### src/rtl/rsr_pkg.sv
package rsr_pkg;
    localparam int PIN_W = 6;
    localparam logic [2:0] CODE_NONE = 3'd0;
    localparam logic [2:0] CODE_OOR  = 3'd7;

    typedef struct packed {
        logic [2:0] code;
        logic       unl;
        logic       bmc;
        logic       par;
    } rep_t;
endpackage

### src/rtl/rsr_err_track.sv
module rsr_err_track (
    input  logic clk,
    input  logic rst_n,
    input  logic sample_stb,
    input  logic par_err,
    input  logic bmc_err,
    input  logic pll_locked,
    input  logic validity,
    output logic err_flag,
    output logic vflag
);
    typedef struct packed {
        logic acc;
        logic err;
        logic val;
    } st_t;

    st_t st_d, st_q;

    always_comb begin
        st_d = st_q;
        if (sample_stb) begin
            st_d.err = st_q.acc | par_err | bmc_err;
            st_d.val = validity;
            st_d.acc = 1'b0;
        end else begin
            st_d.acc = st_q.acc | par_err | bmc_err;
        end
        if (!pll_locked) st_d.err = 1'b1;
    end

    always_ff @(posedge clk) begin
        if (!rst_n) st_q <= '0;
        else        st_q <= st_d;
    end

    assign err_flag = st_q.err;
    assign vflag    = st_q.err | st_q.val;

    assert_unlock_flag_R2: assert property (@(posedge clk) disable iff (!rst_n)
        !pll_locked |=> err_flag);
    assert_hold_R1: assert property (@(posedge clk) disable iff (!rst_n)
        (pll_locked && !sample_stb) |=> $stable(err_flag));
endmodule

### src/rtl/rsr_cs_latch.sv
module rsr_cs_latch #(
    parameter int CS_W    = 16,
    parameter int PRO_LSB = 1,
    parameter int CON_LSB = 8
) (
    input  logic                     clk,
    input  logic                     rst_n,
    input  logic                     chan_sel,
    input  logic [CS_W-1:0]          cs_left,
    input  logic [CS_W-1:0]          cs_right,
    input  logic                     blk_bnd,
    output logic [rsr_pkg::PIN_W-1:0] cs_pins
);
    localparam int FLD_W = rsr_pkg::PIN_W - 1;

    typedef struct packed {
        logic                      bnd;
        logic [rsr_pkg::PIN_W-1:0] pins;
    } st_t;

    st_t st_d, st_q;
    logic [CS_W-1:0] pick;
    logic            edge_seen;

    always_comb begin
        pick      = chan_sel ? cs_right : cs_left;
        edge_seen = blk_bnd && !st_q.bnd;
        st_d      = st_q;
        st_d.bnd  = blk_bnd;
        if (edge_seen) begin
            if (pick[0]) st_d.pins = {pick[CON_LSB +: FLD_W], 1'b1};
            else         st_d.pins = {pick[PRO_LSB +: FLD_W], 1'b0};
        end
    end

    always_ff @(posedge clk) begin
        if (!rst_n) st_q <= '0;
        else        st_q <= st_d;
    end

    assign cs_pins = st_q.pins;

    assert_cs_stable_R5: assert property (@(posedge clk) disable iff (!rst_n)
        !edge_seen |=> $stable(cs_pins));
endmodule

### src/rtl/rsr_freq_report.sv
module rsr_freq_report #(
    parameter int BLK_FRAMES = 192,
    parameter int FREQ_MAX   = 5,
    parameter int MEAS_W     = 4
) (
    input  logic              clk,
    input  logic              rst_n,
    input  logic              frame_stb,
    input  logic              blk_start,
    input  logic              fck_ok,
    input  logic [MEAS_W-1:0] freq_meas,
    input  logic              par_err,
    input  logic              bmc_err,
    input  logic              pll_locked,
    output rsr_pkg::rep_t     rep
);
    import rsr_pkg::*;

    localparam int UPD   = BLK_FRAMES / 3;
    localparam int QUAL  = 2 * UPD;
    localparam int FRM_W = $clog2(BLK_FRAMES);
    localparam int CNT_W = $clog2(QUAL + 1);

    typedef struct packed {
        logic [FRM_W-1:0] frm;
        logic [CNT_W-1:0] cnt;
        logic             s_par;
        logic             s_bmc;
        logic             s_unl;
        rep_t             rep;
    } st_t;

    st_t st_d, st_q;
    logic [FRM_W-1:0] idx;
    logic             upd;
    logic             qual;
    logic [2:0]       code_now;

    always_comb begin
        if (blk_start)                            idx = '0;
        else if (st_q.frm == FRM_W'(BLK_FRAMES-1)) idx = '0;
        else                                      idx = st_q.frm + 1'b1;

        upd  = frame_stb && (idx == '0 || idx == FRM_W'(UPD) || idx == FRM_W'(QUAL));
        qual = (st_q.cnt >= CNT_W'(QUAL));

        if (!qual)                               code_now = CODE_NONE;
        else if (freq_meas > MEAS_W'(FREQ_MAX))  code_now = CODE_OOR;
        else                                     code_now = 3'(freq_meas) + 3'd1;

        st_d       = st_q;
        st_d.s_par = st_q.s_par | par_err;
        st_d.s_bmc = st_q.s_bmc | bmc_err;
        st_d.s_unl = st_q.s_unl | !pll_locked;

        if (frame_stb) begin
            st_d.frm = idx;
            if (!fck_ok)                        st_d.cnt = '0;
            else if (st_q.cnt != CNT_W'(QUAL))  st_d.cnt = st_q.cnt + 1'b1;
        end

        if (upd) begin
            st_d.rep.code = code_now;
            st_d.rep.unl  = st_d.s_unl;
            st_d.rep.bmc  = st_d.s_bmc;
            st_d.rep.par  = st_d.s_par;
            st_d.s_par    = 1'b0;
            st_d.s_bmc    = 1'b0;
            st_d.s_unl    = 1'b0;
        end
    end

    always_ff @(posedge clk) begin
        if (!rst_n) st_q <= '0;
        else        st_q <= st_d;
    end

    assign rep = st_q.rep;

    assert_report_hold_R7: assert property (@(posedge clk) disable iff (!rst_n)
        !upd |=> $stable(rep));
    assert_unqualified_code_R8: assert property (@(posedge clk) disable iff (!rst_n)
        (upd && !qual) |=> (rep.code == CODE_NONE));
    assert_sticky_par_R9: assert property (@(posedge clk) disable iff (!rst_n)
        (upd && par_err) |=> rep.par);
endmodule

### src/rtl/rx_status_report.sv
module rx_status_report #(
    parameter int BLK_FRAMES = 192,
    parameter int FREQ_MAX   = 5,
    parameter int MEAS_W     = 4,
    parameter int CS_W       = 16
) (
    input  logic              clk,
    input  logic              rst_n,
    input  logic              sample_stb,
    input  logic              par_err,
    input  logic              bmc_err,
    input  logic              pll_locked,
    input  logic              validity,
    input  logic              frame_stb,
    input  logic              blk_start,
    input  logic              fck_ok,
    input  logic [MEAS_W-1:0] freq_meas,
    input  logic              chan_sel,
    input  logic [CS_W-1:0]   cs_left,
    input  logic [CS_W-1:0]   cs_right,
    input  logic              blk_bnd,
    input  logic              sel,
    output logic              err_flag,
    output logic              vflag,
    output logic [5:0]        pins
);
    import rsr_pkg::*;

    logic [PIN_W-1:0] cs_pins;
    rep_t             rep;

    rsr_err_track u_err (
        .clk        (clk),
        .rst_n      (rst_n),
        .sample_stb (sample_stb),
        .par_err    (par_err),
        .bmc_err    (bmc_err),
        .pll_locked (pll_locked),
        .validity   (validity),
        .err_flag   (err_flag),
        .vflag      (vflag)
    );

    rsr_cs_latch #(.CS_W(CS_W), .PRO_LSB(1), .CON_LSB(8)) u_cs (
        .clk      (clk),
        .rst_n    (rst_n),
        .chan_sel (chan_sel),
        .cs_left  (cs_left),
        .cs_right (cs_right),
        .blk_bnd  (blk_bnd),
        .cs_pins  (cs_pins)
    );

    rsr_freq_report #(.BLK_FRAMES(BLK_FRAMES), .FREQ_MAX(FREQ_MAX), .MEAS_W(MEAS_W)) u_freq (
        .clk        (clk),
        .rst_n      (rst_n),
        .frame_stb  (frame_stb),
        .blk_start  (blk_start),
        .fck_ok     (fck_ok),
        .freq_meas  (freq_meas),
        .par_err    (par_err),
        .bmc_err    (bmc_err),
        .pll_locked (pll_locked),
        .rep        (rep)
    );

    always_comb pins = sel ? cs_pins : rep;

    assert_vflag_covers_err_R3: assert property (@(posedge clk) disable iff (!rst_n)
        err_flag |-> vflag);
    assert_status_view_R4: assert property (@(posedge clk) disable iff (!rst_n)
        !sel |-> (pins == rep));
endmodule

### config.mk
export PLATFORM = sky130hd
export DESIGN_NAME = rx_status_report
export DESIGN_NICKNAME = d
export VERILOG_FILES = /design/src/rtl/rsr_pkg.sv /design/src/rtl/rsr_err_track.sv /design/src/rtl/rsr_cs_latch.sv /design/src/rtl/rsr_freq_report.sv /design/src/rtl/rx_status_report.sv
export SDC_FILE = /design/constraint.sdc
export NUM_CORES = 1
export LEC_CHECK = 0
export BUFFER_PORTS_ARGS = -buffer_cell sky130_fd_sc_hd__buf_2
export CAP_MARGIN = 40
export CORE_MARGIN = 8
export CORE_UTILIZATION = 35
export CTS_BUF_LIST = sky130_fd_sc_hd__clkbuf_4 sky130_fd_sc_hd__clkbuf_8
export DETAILED_ROUTE_END_ITERATION = 16
export SYNTH_ARGS = -nofsm -noshare
export SYNTH_HDL_FRONTEND = slang
export SYNTH_SLANG_ARGS = --single-unit
### constraint.sdc
create_clock -name clk -period 2.3 [get_ports clk]
set_input_delay 0.46 -clock clk [delete_from_list [all_inputs] [get_ports clk]]
set_output_delay 0.46 -clock clk [all_outputs]
set_load 0.02 [all_outputs]
## Word-level counts from Yosys, hierarchy flattened

Cells that the tools add are included.

- Flip-flop bits (word level): 35
- Output and inout bits: 8
- Word-level logic and storage cells: 53

- Add/sub/neg operators: 3
- Magnitude comparators: 2
- Equality and inequality tests: 6
- Multiplexer cells: 11
- Bitwise operators: 7
- Reductions and logical operators: 10

Operator list:

| operator | count |
|---|---|
| two-way mux 8 bit | 4 |
| adder 8 x 1 -> 8 bit, second input constant | 2 |
| == test 8 bit, second input constant | 2 |
| two-way mux 13 bit | 1 |
| two-way mux 6 bit | 2 |
| == test 8 x 7 -> 1 bit, second input constant | 1 |
| >= comparator 8 bit, second input constant | 1 |
| logical NOT 8 bit | 1 |
| != test 8 bit, second input constant | 1 |
| two-way mux 3 bit | 2 |
| bitwise OR 1 bit | 6 |
| greater-than comparator 4 x 3 -> 1 bit, second input constant | 1 |
| OR reduction 2 bit | 2 |
| adder 3 x 1 -> 3 bit, second input constant | 1 |
| logical AND 1 bit | 2 |
| logical NOT 1 bit | 2 |
| logical OR 1 bit | 2 |
| two-way mux 2 bit | 1 |
| != test 2 x 1 -> 1 bit, second input constant | 1 |
| != test 2 bit, second input constant | 1 |
| AND reduction 2 bit | 1 |
| two-way mux 1 bit | 1 |
| inverter 1 bit | 1 |

## Depth between registers and ports, before layout

Gate-level depths: netlist (run 1).

- Depth after elaboration: 8
- Gate-level depth with buffers: 7
- Gate-level depth less buffers: 7

## Cells and area by module

A second synthesis (run 1) with hierarchy kept.

- Cell total of the unflattened synthesis: 229
- Area total of the unflattened synthesis: 2095.8 um^2

Modules (own cells, without submodules):

| module | instances | cells an instance | area each (um^2) | sequential area each (um^2) |
|---|---|---|---|---|
| rsr_freq_report | 1 | 164 | 1423.9 | 500.5 |
| rsr_cs_latch | 1 | 47 | 460.4 | 140.1 |
| rsr_err_track | 1 | 11 | 110.1 | 60.1 |
| rx_status_report | 1 | 7 | 101.3 | 0.0 |

## Worst setup path before layout (run 1)

OpenSTA, ideal clock, no wires.

- Kind: flip-flop to flip-flop
- From: reg u_freq.st_q[17] (netlist name)
- To: reg u_freq.st_q, in the netlist u_freq.rep[0]
- Data arrival time: 1.661 ns
- Data required time: 2.228 ns
- Path slack: 0.567 ns
- Cell stages (with the launch flop): 8
- Buffers on the path: 1
- Cells stage by stage: dfxtp_1 ha_1 and3_1 buf_2 a31oi_1 nor2_1 o221ai_4 mux2i_1

- Longest elaborated chain between the ends: 7
- Elaborated cells between the ends (all ways): 10
- Those cells by class: add/sub: 1; eq/ne: 3; mux: 2; reduce/logical: 4

RTL lines:

| element | RTL line | text |
|---|---|---|
| from (decl) | rsr_freq_report.sv:33 | `st_t st_d, st_q;` |
| from (signal assigned) | rsr_freq_report.sv:75 | `else st_q <= st_d;` |
| adder 8 x 1 -> 8 bit or == test 8 bit (tied branches) | rsr_freq_report.sv:42, rsr_freq_report.sv:41 |  |
| two-way mux 8 bit * | rsr_freq_report.sv:41 | `else if (st_q.frm == FRM_W'(BLK_FRAMES-1)) idx = '0;` |
| two-way mux 8 bit * | rsr_freq_report.sv:40 | `if (blk_start) idx = '0;` |
| == test 8 x 7 -> 1 bit or logical NOT 8 bit (tied branches) | rsr_freq_report.sv:44 | `upd = frame_stb && (idx == '0 \|\| idx == FRM_W'(UPD) \|\| idx == FRM_W'(QUAL));` |
| logical OR 1 bit | rsr_freq_report.sv:44 |  |
| logical OR 1 bit * | rsr_freq_report.sv:44 |  |
| logical AND 1 bit * | rsr_freq_report.sv:44 |  |

Mark *: on every way between the ends. The rest lies on a longest branch, timed or not.
A chain may end at the register's enable or synchronous reset.

## Worst setup path in the final report (run 1)

Same ends and word-level chain as after synthesis.

==> reports/metrics.cfg, run 1 <==
[timing]
setup_tns_ns = 0
rsz0062_at_grt = no
setup_viol = 0
hold_viol = 0
fmax_mhz = 521.2
worst_pin_slew_ns = 0.5080
fin_skew_ns = 0.005554
fin_ws_ns = 0.3814
finalCritPeriodShare = 0.8342
period_minus_slack_ns = 1.919
slew_headroom = 0.6591
drv_slew = 0

[critical_path]
slowest_stage = dfxtp_1
reg2regPathDepth = 6
worstSetupStartpointType = flop
crit_path_end_kind = flop
crit_type = flop to flop
cp_cell_sequence = ha_1, and3_1, a31oi_1, nor2_1, o221ai_4, mux2i_1
max_stage_delay_ns = 0.36
cp_data_arrival_time_ns = 2.14
worstPathMaxFanout = 9
critPathRequiredTime_ns = 2.52

[min_path]
hold_class = primary input to flop
hold_depth = 2

[logic_synthesis]
synthArstFlopShare = 0
muxShareOfSynthArea = 0.1070
syn-instance-count = 220
synth_top_family_by_area = simple AND/OR/NAND/NOR gates
synth_fa_ha_area_frac = 0.03844
yosysMostFrequentCell = dfxtp_1
synth_top_area_share = 0.3587
yosysSeqAreaShare = 0.3587
synthSimpleGateAreaFrac = 0.2178
synth_cell_types = 42
synth_xor_area_frac = 0.03587
synth_nets = 275
synth_top_area_cell = dfxtp_1
synth_edf_count = 0
synth_common_cells = dfxtp_1, nor2b_1, nand2_1
synth.avg_cell_area_um2 = 8.878
synth_warnings = 0
syn_area_mm2 = 0.001953
synth_compound_area_frac = 0.2005
synth-main-ff-cell = dfxtp_1
synthTopCellsByArea = dfxtp_1, mux2i_1, nor2b_1
synth-seq-cells = 35

[die]
die_w_um = 90.70
start_util = 0.3591
dieArea_mm2 = 0.008226
core_mm2 = 0.005439
die_h_um = 90.70
row_count = 27
num_io_pins = 57

[global_routing]
grt_start_max_net_pins = 20
grt_pass1_wl_um = 7521
grt_pass1_vias = 1632
grt_antenna_before_repair = 0
gr-usage-all-layers = 0.1077
gr-total-overflow = 0

[cts]
cts_tree = built
cts.path.max_buffers = 2
clk_pin_slew_ns = 0.08
clock-sinks = 35
cts-buffers-inserted = 5
clockRootBuffer = clkbuf_8
htreeDepth = 2
insertion_delay_ns = 0.29
post_cts_buffers = 0
cts_hold_buf = 0
cts_resized = 0

[pwr]
p_per_area_mw_per_mm2 = 592.7
total_power_uw = 1388
leakage_uw = 0.0009879
peakVddDrop_v = 0.0003774

[place]
io_buffers = 46
dpl_worst_slack_ns = 0.3998
place_area_mm2 = 0.002230
hpwl_um = 3258
place_congestion = 0.7573

[detailed_routing]
first_iter_violations = 121
wl_per_cell_um = 12.96
drcViolationCount = 0
via_count = 1650
drtPass1Iterations = 4
vias_per_cell = 4.940
final_antenna_net_count = 0
drt_wl_total_um = 4330

[finish]
antenna_cells = 0
final_area_mm2 = 0.002342
drive_gt1_frac = 0.2557
fin_util = 0.4306
area_growth_pct = 19.92
nNetsFinal = 316

[run_status]
status = finished, final reports clean

[run]
cap_violations = 0

## per-stage QoR
stage,instances,hold WS [ns]
floorplan,220,0.4362
global placement,326,0.4453
detailed placement,326,0.4520
CTS,334,0.3742
global route,334,0.3869
finish,334,0.3864
## cells by family after synthesis
kind of cell / after synthesis
AO/OA/AOI/OAI: 56
XOR/XNOR: 8
multiplexers: 20
flip-flops: 35
AND/OR/NAND/NOR: 74
adder cells (fa/ha/maj): 6
buffers and inverters: 21
## cells in the final DEF, fill, tap and decap left out, types with 3 or more instances in the layout
cell and n:
buf_2 46, dfxtp_1 35, nor2b_1 15, nand2_1 14
mux2i_1 13, a21oi_1 12, nor2_1 10, o21ai_0 10
a211oi_1 10, inv_1 8, mux2_2 7, ha_1 6
xnor2_1 5, nor3_1 5, clkbuf_8 5, nand4_1 4
o21a_1 4, o211a_1 4, nand2b_1 4, nor3b_1 4
and3_1 3, a21boi_0 3, and2_1 3, xor2_1 3
o211ai_1 3
## layout make-up
type                       count  area (um2)
fill                         551        3097
multi-input combinational    164        1171
sequential                    35       700.7
timing repair buffer          47       237.7
tap                           72       90.09
clock buffer                   5       68.82
clock inverter                 3       43.79
inverter                       8       30.03
## flip-flops by register name, indices dropped and copies added (netlist names)
name and count:
u_cs.cs_pins 6, u_err.err_flag 1, u_cs.st_q 1, u_err.st_q 2, u_freq.st_q 19, u_freq.rep 6
## power breakdown
group / switching, uW / internal [uW]
logic: 100 / 89.3
registers: 12.1 / 629
clock network: 234 / 323
## metal layers
layer | vias to the layer above | track usage | share of wire | routed length [um]
met1 | 732 | 0.1368 | 0.52 | 2244
met5 | - | 0 | 0 | 0
met4 | 0 | 0.03745 | 0.0097 | 42
met2 | 42 | 0.1632 | 0.41 | 1784
li1 | 871 | - | - | -
met3 | 5 | 0.03824 | 0.060 | 259
## worst max-delay path, delay by kind of cell (launching register included)
kind | cells | cell delay (ns)
fa+ha+maj | 1 | 0.26
flops | 1 | 0.36
mux | 1 | 0.24
compound gates | 2 | 0.60
simple gates | 2 | 0.38
## worst paths after layout
check	from	to	slack (ns)
hold / removal	sample_stb	u_err.st_q[2]	0.39
setup / recovery	u_freq.st_q[17]	u_freq.rep[0]	0.38
setup reg to reg	u_freq.st_q[17]	u_freq.rep[0]	0.38
hold reg to reg	u_freq.rep[1]	u_freq.rep[1]	0.46
Note: power is estimated with default switching activity, not from simulation.
==> run 2: changes to the inputs <==
clock period = 1.9 ns   (was 2.3 ns; I/O delays follow)
==> run 2 against run 1 <==
Compared with the run above: non-clock buffer count is 3 higher; combinational power is 26% higher; final cell count up 0.90%; critical path type unchanged; critical path depth up 1; clock power increased by 46%; die area unchanged; largest power group is now the clock network; wire length fell by 0.83%.
==> reports/metrics.cfg, run 2 (synthesis gave the netlist of run 1 again) <==
[timing]
rsz0062_at_grt = no  ; unchanged
drv_slew = 0  ; unchanged
holdWs_ns = 0.3103  ; was 0.3864 ns
slew_headroom = 0.6640  ; was 0.6591
fmax_mhz = 571.2  ; was 521.2 MHz
fin_skew_ns = 0.006526  ; was 0.005554 ns
worst_pin_slew_ns = 0.5006  ; was 0.5080 ns
setup_tns_ns = 0  ; unchanged
period_minus_slack_ns = 1.751  ; was 1.919 ns
setup_viol = 0  ; unchanged
finalCritPeriodShare = 0.9215  ; was 0.8342
hold_viol = 0  ; unchanged

[critical_path]
cp_data_arrival_time_ns = 1.91  ; was 2.14 ns
cp_cell_sequence = ha_2, and3_2, xnor2_1, a21o_1, o221ai_4, buf_12, mux2i_1  ; was ha_1, and3_1, a31oi_1, nor2_1, o221ai_4, mux2i_1
slowest_stage = dfxtp_1  ; unchanged
startpoint = u_freq.st_q[18]  ; was u_freq.st_q[17]
crit_type = flop to flop  ; unchanged
critical-path-top-delay-family = flip-flops  ; was compound AO/OA/AOI/OAI gates
r2r-start = u_freq.st_q[18]  ; was u_freq.st_q[17]
critPathRequiredTime_ns = 2.06  ; was 2.52 ns
max_stage_delay_ns = 0.43  ; was 0.36 ns
worstPathMaxFanout = 9  ; unchanged
worstSetupStartpointType = flop  ; unchanged
path_buf_inv = 1  ; was 0
crit_path_end_kind = flop  ; unchanged

[global_routing]
grt_pass1_vias = 1571  ; was 1,632
grt_start_max_net_pins = 23  ; was 20
gr-total-overflow = 0  ; unchanged
grt_antenna_before_repair = 0  ; unchanged
grt_pass1_wl_um = 7389  ; was 7521 um
gr-usage-all-layers = 0.1067  ; was 0.1077

[detailed_routing]
drtPass1Iterations = 4  ; unchanged
wl_per_cell_um = 12.74  ; was 12.96 um
drcViolationCount = 0  ; unchanged
via_count = 1676  ; was 1,650
final_antenna_net_count = 0  ; unchanged
first_iter_violations = 90  ; was 121
vias_per_cell = 4.973  ; was 4.940
drt_wl_total_um = 4294  ; was 4330 um

[min_path]
worst_hold_startpoint = sample_stb  ; unchanged
hold_class = primary input to flop  ; unchanged

[finish]
drive_gt1_frac = 0.2792  ; was 0.2557
n_fill_cell = 532  ; was 551
final_common_cell = buf_2  ; unchanged
antenna_cells = 0  ; unchanged
seqCellArea_um2 = 700.7  ; unchanged
area_growth_pct = 23.57  ; was 19.92%
nNetsFinal = 319  ; was 316
final_cell_mix = buf_2, dfxtp_1, nor2b_1, nand2_1, mux2i_1  ; unchanged
largest-register = u_freq.st_q  ; unchanged
largest_reg_flops = 19  ; unchanged
multi_input_area_mm2 = 0.001184  ; was 0.001171 mm2

[pwr]
leakage_uw = 0.001016  ; was 0.0009879 uW
peakVddDrop_v = 0.0004929  ; was 0.0003774 V
p_per_area_mw_per_mm2 = 756.8  ; was 592.7 mW/mm2
total_power_uw = 1827  ; was 1388 uW

[cts]
clock-sinks = 35  ; unchanged
cts_tree = built  ; unchanged
htreeDepth = 2  ; unchanged
cts_hold_buf = 0  ; unchanged
clockRootBuffer = clkbuf_8  ; unchanged
cts-buffers-inserted = 5  ; unchanged
clk_pin_slew_ns = 0.07  ; was 0.08 ns
cts.path.max_buffers = 2  ; unchanged
insertion_delay_ns = 0.29  ; about the same

[die]
num_io_pins = 57  ; unchanged
die_h_um = 90.70  ; unchanged
die_w_um = 90.70  ; unchanged
core_mm2 = 0.005439  ; unchanged
row_count = 27  ; unchanged
dieArea_mm2 = 0.008226  ; unchanged
start_util = 0.3591  ; unchanged

[run_status]
status = finished, final reports clean  ; unchanged

[place]
hpwl_um = 3235  ; was 3258 um
place_congestion = 0.7501  ; was 0.7573
io_buffers = 46  ; unchanged

[run]
cap_violations = 0  ; unchanged

==> run 2: cell count changes in the layout (fill, tap and decap cells not counted), sizes merged <==
cell    before  now
clkinv       2    0
buf         47   50
clkbuf       5    6
bufinv       1    2
==> run 2: path summary, 6_finish.rpt <==
kind	endpoint	slack [ns]	depth (start not counted)
worst min register to register	u_freq.rep[0]	0.46	2
worst max-delay path	u_freq.rep[3]	0.15	7
worst max register to register	u_freq.rep[3]	0.15	7
worst min-delay path	u_err.st_q[2]	0.31	2
==> run 2: worst register-to-register path, delay by kind of cell, from the launching register on <==
family / cells / cell delay, ns
compound gates: 2 / 0.29
fa+ha+maj: 1 / 0.25
xor+xnor: 1 / 0.13
buf+inv: 1 / 0.16
simple gates: 1 / 0.25
mux: 1 / 0.11
flops: 1 / 0.43
==> run 2: report_power, final <==
group	switching [uW]	internal [uW]	leakage (uW)
Sequential	13.4	762	0.000286
Clock	272	539	0.0000688
Combinational	124	116	0.000662
Total	409	1420	0.00102
==> run 2: area by class of cell <==
cell class | count | share of cell area
clock inverter | 2 | 0.02488
tap | 72 | 0.03733
inverter | 8 | 0.01244
timing repair buffer | 50 | 0.1130
multi-input combinational | 164 | 0.4904
sequential | 35 | 0.2903
clock buffer | 6 | 0.03162
==> run 2: repair_timing <==
| item | 4_1_cts | 5_1_grt |
|---|---|---|
| resized for setup | 0 | 4 |
| buffers inserted | 0 | 1 |
| setup endpoints to repair | 0 | 9 |
==> run 2: layer usage <==
| metal | vias to the layer above | global-route usage | share of wire |
|---|---|---|---|
| met4 | 0 | 0.04161 | 0.010 |
| met1 | 752 | 0.1317 | 0.50 |
| met5 | - | 0 | 0 |
| met2 | 42 | 0.1602 | 0.42 |
| li1 | 878 | - | - |
| met3 | 4 | 0.04406 | 0.070 |
==> run 2: stage by stage <==
step | area, um2 | setup slack, ns | std cells | util
after floorplan | 1953 | 0.1672 | 220 | -
after global placement | 2245 | 0.08592 | 328 | 0.4127
after detailed placement | 2245 | 0.06012 | 328 | 0.4127
after CTS | 2381 | 0.04435 | 336 | 0.4378
after global routing | 2414 | 0.02814 | 337 | 0.4438
final | 2414 | 0.1492 | 337 | 0.4438
==> run 3: changes to the inputs <==
BUFFER_PORTS_ARGS = -buffer_cell sky130_fd_sc_hd__buf_4   (was -buffer_cell sky130_fd_sc_hd__buf_2)
CORE_UTILIZATION = 50   (was 35)
PLACE_DENSITY = 0.77   (was not set)
==> run 3 against run 2 <==
Compared with the run above: register-to-register slack hardly changed; hold slack got worse by 0.013 ns; via count decreased by 0.89%; first-iteration DRC count is 11% higher; critical endpoint is now u_freq.rep[5]; largest cell class unchanged.
==> reports/metrics.cfg, run 3 (synthesis gave the netlist of run 1 again) <==
[detailed_routing]
first_iter_violations = 100  ; was 90
drtPass1Iterations = 6  ; was 4
drt_wl_total_um = 4337  ; was 4294 um
vias_per_cell = 5.324  ; was 4.973
drcViolationCount = 0  ; unchanged
final_antenna_net_count = 0  ; unchanged
wl_per_cell_um = 13.90  ; was 12.74 um
via_count = 1661  ; was 1,676

[die]
num_io_pins = 57  ; unchanged
die_w_um = 78.50  ; was 90.70 um
core_mm2 = 0.003716  ; was 0.005439 mm2
dieArea_mm2 = 0.006162  ; was 0.008226 mm2
die_h_um = 78.50  ; was 90.70 um
row_count = 22  ; was 27
start_util = 0.5256  ; was 0.3591

[critical_path]
cp_data_arrival_time_ns = 1.96  ; was 1.91 ns
crit_path_end_kind = flop  ; unchanged
critPathRequiredTime_ns = 2.11  ; was 2.06 ns
rrSetupSlack_ns = 0.16  ; was 0.15 ns
worstPathMaxFanout = 9  ; unchanged
r2r-start = u_freq.st_q[17]  ; was u_freq.st_q[18]
reg2reg_to = u_freq.rep[5]  ; was u_freq.rep[3]
reg2regPathDepth = 7  ; unchanged
crit_type = flop to flop  ; unchanged
worstSetupStartpointType = flop  ; unchanged

[timing]
worst_pin_slew_ns = 0.4950  ; was 0.5006 ns
setup_viol = 0  ; unchanged
period_minus_slack_ns = 1.744  ; was 1.751 ns
drv_slew = 0  ; unchanged
hold_viol = 0  ; unchanged
fmax_mhz = 573.4  ; was 571.2 MHz
rsz0062_at_grt = no  ; unchanged
setup_tns_ns = 0  ; unchanged
finalCritPeriodShare = 0.9179  ; was 0.9215
slew_headroom = 0.6678  ; was 0.6640
fin_skew_ns = 0.007232  ; was 0.006526 ns

[place]
dp_cells = 305  ; was 328
hpwl_um = 3201  ; was 3235 um
io_buffers = 46  ; unchanged
place_congestion = 0.8306  ; was 0.7501

[finish]
largest-register = u_freq.st_q  ; unchanged
final_cell_mix = buf_4, dfxtp_1, nor2b_1, nand2_1, mux2i_1  ; was buf_2, dfxtp_1, nor2b_1, nand2_1, mux2i_1
drive_gt1_frac = 0.2689  ; was 0.2792
nNetsFinal = 319  ; unchanged
final_common_cell = buf_4  ; was buf_2
fin_cells = 312  ; was 337
antenna_cells = 0  ; unchanged
area_growth_pct = 25.18  ; was 23.57%
largest_reg_flops = 19  ; unchanged

[cts]
cts-buffers-inserted = 5  ; unchanged
insertion_delay_ns = 0.28  ; was 0.29 ns
cts.path.max_buffers = 2  ; unchanged
clk_pin_slew_ns = 0.07  ; about the same
clock-sinks = 35  ; unchanged
cts_tree = built  ; unchanged
clockRootBuffer = clkbuf_8  ; unchanged
htreeDepth = 2  ; unchanged

[global_routing]
grt_antenna_before_repair = 0  ; unchanged
gr-usage-all-layers = 0.1434  ; was 0.1067
gr-total-overflow = 0  ; unchanged
grt_pass1_wl_um = 7417  ; was 7389 um
grt_pass1_vias = 1676  ; was 1,571
grt_start_max_net_pins = 36  ; was 23

[pwr]
peakVddDrop_v = 0.0004881  ; was 0.0004929 V
leakage_uw = 0.001033  ; was 0.001016 uW
p_per_area_mw_per_mm2 = 648.0  ; was 756.8 mW/mm2

[run]
cap_violations = 0  ; unchanged

[min_path]
worst_hold_startpoint = sample_stb  ; unchanged
min_to = u_err.st_q[2]  ; unchanged
hold_depth = 2  ; unchanged
hold_class = primary input to flop  ; unchanged

[run_status]
status = finished, final reports clean  ; unchanged

run 3: worst max-delay path, cell delays in order (launching register included):
cell      delay (ns)
dfxtp_1         0.31
ha_1            0.24
and3_2          0.28
a31oi_2         0.23
nor2_1          0.11
o221ai_4        0.17
buf_12          0.16
mux2i_1         0.17
run 3: layout make-up:
type / count / area, um2
fillers: 339 / 1271
clock buffers: 6 / 82.58
repair buffers: 50 / 387.9
inverters: 8 / 30.03
clock inverters: 1 / 5.005
flip-flops and latches: 35 / 700.7
well taps: 48 / 60.06
multi-input cells: 164 / 1179
run 3: timing repair:
| item | 4_1_cts | 5_1_grt |
|---|---|---|
| gates resized for setup | 0 | 2 |
| endpoints found under the setup margin | 0 | 9 |
| buffers inserted | 0 | 0 |
| hold buffers | 0 | 0 |
| hold endpoints to repair | 0 | 0 |
run 3: where the power goes:
part	internal (uW)	total, uW	switching, uW
sequential	762	776	13.7
clock	284	538	254
combinational	144	270	126
run 3: worst max-delay path by stage:
stage / from / to / slack, ns / depth (start not counted)
2_1_floorplan: u_freq.st_q[17] / u_freq.rep[0] / 0.17 / 7
3_3_place_gp: u_freq.st_q[18] / u_freq.rep[3] / 0.19 / 7
3_5_place_dp: u_freq.st_q[18] / u_freq.rep[3] / 0.17 / 7
4_1_cts: u_freq.st_q[17] / u_freq.rep[5] / 0.12 / 7
5_1_grt: u_freq.st_q[18] / u_freq.rep[3] / 0.01 / 7
6_report: u_freq.st_q[17] / u_freq.rep[5] / 0.16 / 7
run 3: metrics by stage:
stage                     setup slack (ns)  instance area, um2  utilization  hold slack, ns  power, uW
final                               0.1559                2445       0.6579          0.2969       1584
after global routing               0.01127                2445       0.6579          0.2944       1657
after floorplan                     0.1672                1953            -          0.4362      944.2
after CTS                           0.1179                2437       0.6559          0.2839       1603
after global placement              0.1894                2350       0.6323          0.4457       1057
after detailed placement            0.1678                2350       0.6323          0.4561       1062
run 3: per-layer routing:
metal	wire, um	vias up	share of wire	global-route usage
li1	-	876	-	-
met1	2103	746	0.48	0.1732
met2	1942	34	0.45	0.2303
met3	243	5	0.056	0.04670
met4	48	0	0.011	0.05556
met5	0	-	0	0
